===== src/rtl/deser_pkg.sv =====
package deser_pkg;

  localparam int PHASE_STEPS = 4;

  typedef enum logic [1:0] {
    PH_AT_LOAD = 2'd0,
    PH_QUARTER = 2'd1,
    PH_HALF    = 2'd2,
    PH_3QUART  = 2'd3
  } phase_e;

  // Offset in fast cycles between the parallel load and the divided-clock rise.
  function automatic int phase_offset(input int sel, input int ratio);
    return sel * (ratio / PHASE_STEPS);
  endfunction

endpackage


===== src/rtl/deser_slice.sv =====
module deser_slice #(
  parameter int RATIO = 8
) (
  input  logic             clk,
  input  logic             rst,
  input  logic             lane_bit,
  output logic [RATIO-1:0] shift_next
);

  logic [RATIO-1:0] shift_q;

  // New bits enter at the top and move down, so the oldest ends at bit 0.
  assign shift_next = {lane_bit, shift_q[RATIO-1:1]};

  always_ff @(posedge clk) begin
    if (rst) shift_q <= '0;
    else     shift_q <= shift_next;
  end

endmodule


===== src/rtl/deser_timing.sv =====
module deser_timing #(
  parameter int RATIO = 8
) (
  input  logic       clk,
  input  logic       rst,
  input  logic [1:0] phase_sel,
  output logic       load,
  output logic       div_clk
);

  localparam int CW   = $clog2(RATIO);
  localparam int HALF = RATIO / 2;

  logic [CW-1:0] cnt_q, cnt_next, offset, rel;
  logic          armed_q, armed_next;
  logic          run_q, run_next;

  assign cnt_next   = cnt_q + 1'b1;
  assign load       = (cnt_q == CW'(RATIO - 1));
  assign offset     = CW'(deser_pkg::phase_offset(int'(phase_sel), RATIO));
  assign rel        = cnt_next - offset;
  assign armed_next = armed_q | load;
  assign run_next   = run_q | (armed_next && (cnt_next == offset));

  always_ff @(posedge clk) begin
    if (rst) begin
      cnt_q   <= '0;
      armed_q <= 1'b0;
      run_q   <= 1'b0;
      div_clk <= 1'b0;
    end else begin
      cnt_q   <= cnt_next;
      armed_q <= armed_next;
      run_q   <= run_next;
      div_clk <= run_next && (rel < CW'(HALF));
    end
  end

endmodule


===== src/rtl/quad_lane_deser.sv =====
module quad_lane_deser #(
  parameter int LANES = 4,
  parameter int RATIO = 8
) (
  input  logic                     clk,
  input  logic                     rst,
  input  logic [1:0]               phase_sel,
  input  logic [LANES-1:0]         lane_in,
  output logic [LANES*RATIO-1:0]   par_out,
  output logic                     div_clk
);

  localparam int WORD = LANES * RATIO;

  logic [RATIO-1:0] slice_next [LANES];
  logic [WORD-1:0]  word_next;
  logic             load;

  deser_timing #(.RATIO(RATIO)) u_timing (
    .clk       (clk),
    .rst       (rst),
    .phase_sel (phase_sel),
    .load      (load),
    .div_clk   (div_clk)
  );

  for (genvar k = 0; k < LANES; k++) begin : g_lane
    deser_slice #(.RATIO(RATIO)) u_slice (
      .clk        (clk),
      .rst        (rst),
      .lane_bit   (lane_in[k]),
      .shift_next (slice_next[k])
    );
    for (genvar i = 0; i < RATIO; i++) begin : g_bit
      assign word_next[k + LANES*i] = slice_next[k][i];
    end
  end

  always_ff @(posedge clk) begin
    if (rst)       par_out <= '0;
    else if (load) par_out <= word_next;
  end

endmodule


===== config.mk =====
export PLATFORM = sky130hd
export DESIGN_NAME = quad_lane_deser
export DESIGN_NICKNAME = d
export VERILOG_FILES = /design/src/rtl/deser_pkg.sv /design/src/rtl/deser_slice.sv /design/src/rtl/deser_timing.sv /design/src/rtl/quad_lane_deser.sv
export SDC_FILE = /design/constraint.sdc
export NUM_CORES = 1
export LEC_CHECK = 0
export BUFFER_PORTS_ARGS = -buffer_cell sky130_fd_sc_hd__buf_4
export CORE_ASPECT_RATIO = 0.9
export CORE_MARGIN = 3
export CORE_UTILIZATION = 40
export CTS_CLUSTER_DIAMETER = 60
export DETAILED_ROUTE_END_ITERATION = 7
export SETUP_SLACK_MARGIN = 0.02
export SYNTH_ARGS = -nofsm -noshare
export SYNTH_HDL_FRONTEND = slang
export SYNTH_SLANG_ARGS = --single-unit

===== constraint.sdc =====
create_clock -name clk -period 2.4 [get_ports clk]
set_input_delay 0.12 -clock clk [delete_from_list [all_inputs] [get_ports clk]]
set_output_delay 0.12 -clock clk [all_outputs]
set_load 0.01 [all_outputs]

# [Word level (Yosys, flattened, before mapping)]
# Cells that the tools add are included.
[classes] eq_ne=2 order_cmp=1 n_bitwise=2 n_addsub=2 reduce_logical=2
[ops] op="$add A3 B1 Y3 const B" n=1
[ops] op="$eq A3 B3 Y1" n=1
[ops] op="$eq A3 B3 Y1 const B" n=1
[ops] op="$lt A3 B3 Y1 const B" n=1
[ops] op="$sub A3 B3 Y3" n=1
[ops] op="$logic_and A1 B1 Y1" n=2
[ops] op="$or A1 B1 Y1" n=2
[word_totals] word_cells=18 out_inout_bits=33 ff_bits=70

# [Logic depth before layout (Yosys ltp)]
[logic_depth] ltp_word=5 depth_mapped=6

# [Modules after synthesis]
# Synthesis repeated with hierarchy kept, for this count alone.
[unflattened] hier_cells=186 area_unflattened_um2=2168.3
[modules_own_cells] mod="quad_lane_deser" area_each_um2=1163.6 seq_area_each_um2=640.6 cells_each=103 n_inst=1
[modules_own_cells] mod="deser_slice" area_each_um2=191.4 seq_area_each_um2=140.1 cells_each=15 n_inst=4
[modules_own_cells] mod="deser_timing" area_each_um2=239.0 seq_area_each_um2=120.1 cells_each=23 n_inst=1

# [Worst setup path after synthesis]
# No wires, ideal clock.
[synth_path] path_kind="flip-flop to flip-flop" start="register u_timing.cnt_q[0]" end="register u_timing.div_clk" n_path_buf=0 path_slack_ps=845 path_stages_with_launch=6 arrival_time_ps=1460 required_ps=2305 path_cell_list="dfxtp_1 > ha_1 > ha_1 > xnor2_1 > or4b_1 > o311ai_1"
[synth_via] elab_chain_len=5 elab_cells_between_ends=9 cone_classes="2 x add/sub; 1 x order compare; 2 x eq/ne; 2 x bitwise; 2 x reduce/logical"
[synth_lines] element="start, declared" line_no="deser_timing.sv:14" rtl="logic [CW-1:0] cnt_q, cnt_next, offset, rel;"
[synth_lines] element="start signal, assigned" line_no="deser_timing.sv:32" rtl="cnt_q <= cnt_next;"
[synth_lines] element="$add A3 B1 Y3 (*)" line_no="deser_timing.sv:18" rtl="assign cnt_next = cnt_q + 1'b1;"
[synth_lines] element="named net u_timing.cnt_next[2]" line_no="deser_timing.sv:14"
[synth_lines] element="branches (longest 3 deep; another with $sub A3 B3 Y3)"
[synth_lines] element="$logic_and A1 B1 Y1 (*)" line_no="deser_timing.sv:35" rtl="div_clk <= run_next && (rel < CW'(HALF));"
[synth_lines] element="end signal, assigned" line_no="deser_timing.sv:35"
[synth_lines] element="end, declared" line_no="deser_timing.sv:8" rtl="output logic div_clk"
# Mark *: on every way through the listed nets, which the timed path passes.
# A chain may end at the register's enable or synchronous reset.

# [Worst setup path in the final report]
[layout_path] start="register u_timing.cnt_q[0]" end="register par_out[23]"
[layout_via] elab_chain_len=1
[layout_lines] element="$eq A3 B3 Y1" line_no="deser_timing.sv:19" rtl="assign load = (cnt_q == CW'(RATIO - 1));"
[layout_lines] element="end signal, assigned" line_no="quad_lane_deser.sv:41" rtl="else if (load) par_out <= word_next;"
[layout_lines] element="end, declared" line_no="quad_lane_deser.sv:9" rtl="output logic [LANES*RATIO-1:0] par_out,"
# No other way between the ends.

==> results.tsv <==
stage	metric	value	unit
yosys	yosys_warnings	0	
global_routing	gr-usage-met3	0.0789	
global_routing	grt_max_degree	69	
cts	path_clk_slew	0.06	ns
final_layout	fin_cells	301	
drt	drt_iter0_drc	36	
placed_design	dp.cells	281	
min_path	hp-class	in -> reg	
power	p_comb_frac	0.031	
drt	drc	0	
drt	dr.pass1.iters	4	
placed_design	place.gp.congestion	0.689	
timing	hold_viol_final	0	
drt	avgRoutedWirePerCell	11.0	um
cts	cts_hold_buffers	4	
floorplan	start_util	0.424	
final_layout	drive_gt1_frac	0.242	
run	drv_cap	0	
outcome	run_status	finished, final reports clean	
timing	worstMarginPinSlew	0.638	ns
floorplan	io-pin-count	41	
yosys	synth_ff_type	dfxtp_1	
final_layout	finalNetCount	242	
timing	fin_hold_ws	0.186	ns
power	p_sw_frac	0.202	
drt	totalWireLength	3.30	mm
worst_setup_path	crit_type	reg -> reg	
placed_design	port_buffers	40	
global_routing	grt_pass1_wl	5.24	mm
timing	slew_viol_final	0	
yosys	syn_nets	197	
worst_setup_path	start_kind	flop	
min_path	whs_endpoint	u_timing.run_q	
timing	rsz0062_at_grt	no	
cts	clock_path_buffers	2	
drt	drtAntennaViolNets	0	
cts	post_cts_buffers	0	
final_layout	num_antenna_cells	0	
placed_design	place_ws	0.723	ns
worst_setup_path	slowest_stage	ha_2	
yosys	synth_top_area_frac	0.624	
worst_setup_path	reg2reg_depth	5	
worst_setup_path	cp.buffers_inverters	1	
timing	layout_min_cycle_time	1.66	ns
yosys	synth.distinct_cells	16	
cts	clk_latency	0.33	ns
timing	setup_tns	0	ns
yosys	synth_top_area_cell	dfxtp_1	
timing	fmax	602	MHz
power	peakVddDrop	0.000382	V
worst_setup_path	critPathCaptureType	flop	
timing	fin_ws	0.738	ns
global_routing	antenna_found_initial	0	
global_routing	top_usage_layer	met2	
worst_setup_path	cp_top_family	adder cells	
yosys	synth-edff-count	0	
floorplan	fp.dieH	75.0	um
cts	cts-resized-gates	0	
worst_setup_path	rrSetupSlack	0.74	ns
yosys	synth_cells	186	
timing	fin_crit_sh	0.693	
global_routing	grt_usage	0.119	
yosys	syn_avg_cell_area	11.4	um^2
floorplan	dieArea	6200	um^2
min_path	holdPathStages	4	
yosys	netlist_area	2120	um^2
power	power_density	746	nW/um^2
drt	vias_per_cell	4.44	
yosys	ys_seq_area_frac	0.624	
floorplan	die_w	82.7	um
cts	cts_tree	done	
cts	clockRootBuffer	clkbuf_8	
cts	numCtsBuffers	9	
yosys	ys_seq_elements	66	
global_routing	met2_usage	0.181	
worst_setup_path	crit_required	2.60	ns
cts	cts_htree_levels	3	
power	seq_power_share	0.558	
yosys	synthTopCellsByCount	dfxtp_1 (66), nor2_1 (36), mux2i_1 (32)	
cts	clock_sinks	66	
min_path	hp-start	phase_sel[1]	
power	cellLeakagePower	0.00107	uW
global_routing	grt.met1_usage	0.120	
floorplan	core	4980	um^2
worst_setup_path	worstPathArrival	1.86	ns
yosys	synthArstFlopShare	0	
yosys	yosysMostFrequentCell	dfxtp_1	
global_routing	grt-ovfl-total	0	
worst_setup_path	path_cells	ha_1 > ha_2 > buf_12 > mux2i_1 > nor2_1	
power	p_clk_frac	0.411	
worst_setup_path	crit_path_max_fanout	20	
final_layout	syn2layout_area_growth	26.8	%
placed_design	dp_hpwl	2.16	mm
yosys	synthTopCellsByArea	dfxtp_1 (62%), mux2i_1 (15%), nor2b_1 (8.6%)	
timing	max_slew_margin	0.575	
floorplan	num_rows	24	
final_layout	fin_util	0.538	
drt	num_vias	1337	
timing	fin_worst_skew	0.00316	ns
worst_setup_path	worstReg2RegStart	u_timing.cnt_q[0]	
global_routing	grt_pass1_vias	1206	
power	p_switching	404	uW
timing	setup_viol	0	
worst_setup_path	r2r-end	par_out[23]	
power	intPower	1600	uW
worst_setup_path	cpPeakStageDelay	0.47	ns
-- worst max-delay path by stage --
stage,from,end,cells past startpoint
floorplan,u_timing.cnt_q[0],u_timing.div_clk,5
global placement,u_timing.cnt_q[0],par_out[17],5
detailed placement,u_timing.cnt_q[0],u_timing.div_clk,5
CTS,u_timing.cnt_q[0],u_timing.div_clk,5
global route,u_timing.cnt_q[0],par_out[16],5
finish,u_timing.cnt_q[0],par_out[23],5
-- worst register-to-register path, stage by stage (launching register included) --
cell	delay, ns
dfxtp_1	0.36
ha_1	0.16
ha_2	0.47
buf_12	0.25
mux2i_1	0.23
nor2_1	0.05
-- power by group through the flow --
stage / logic, uW / registers (uW) / clock network, uW
2_1_floorplan: 40.6 / 1140 / 0
3_3_place_gp: 55.7 / 1140 / 0
3_5_place_dp: 57.5 / 1140 / 0
4_1_cts: 62.6 / 1120 / 864
5_1_grt: 69.2 / 1120 / 903
6_report: 61.4 / 1120 / 822
-- flip-flops by register name, summed over array words and instances (netlist names) --
name                    count
u_timing.run_q              1
u_timing.div_clk            1
g_lane.u_slice.shift_q     28
par_out                    32
u_timing.cnt_q              3
u_timing.armed_q            1
-- placed cells by master (no fill, tap or decap), drive strengths merged --
| master | synthesis | routed |
|---|---|---|
| nand2 | 1 | 1 |
| or3 | 1 | 1 |
| buf | 9 | 41 |
| clkbuf | 2 | 14 |
| nor2b | 29 | 29 |
| inv | 2 | 2 |
| dlygate4sd3 | 0 | 4 |
| a21oi | 1 | 1 |
| xnor2 | 1 | 1 |
| or4b | 1 | 1 |
| nand4b | 1 | 1 |
| nor2 | 36 | 36 |
| clkinv | 0 | 2 |
| ha | 3 | 3 |
| dfxtp | 66 | 66 |
| o311ai | 1 | 1 |
| mux2i | 32 | 32 |
-- cell families after synthesis --
kind of cell | count (synthesis) | synth area share
fa+ha+maj | 3 | 0.0177
simple gates | 69 | 0.164
buf+inv | 13 | 0.0319
compound gates | 2 | 0.00650
xor+xnor | 1 | 0.00414
mux | 32 | 0.151
flops | 66 | 0.624
-- area by class of cell --
cell class / instances / area (um^2)
fill: 467 / 2300
sequential: 66 / 1320
multi-input combinational: 107 / 729
timing repair buffer: 45 / 360
clock buffer: 14 / 173
tap: 65 / 81.3
clock inverter: 2 / 10.0
inverter: 2 / 7.51
-- routing by layer --
metal  vias up  routed length, um
li1        685                  -
met1       607               1490
met2        35               1460
met3        10                265
met4         0                 82
met5         -                  0
-- stage by stage --
| stage | instance area (um^2) | total power, uW |
|---|---|---|
| after floorplan | 2120 | 1180 |
| after global placement | 2460 | 1200 |
| after detailed placement | 2460 | 1200 |
| after CTS | 2680 | 2040 |
| after global routing | 2680 | 2090 |
| final | 2680 | 2000 |
Power figures use the tool's default switching activity.
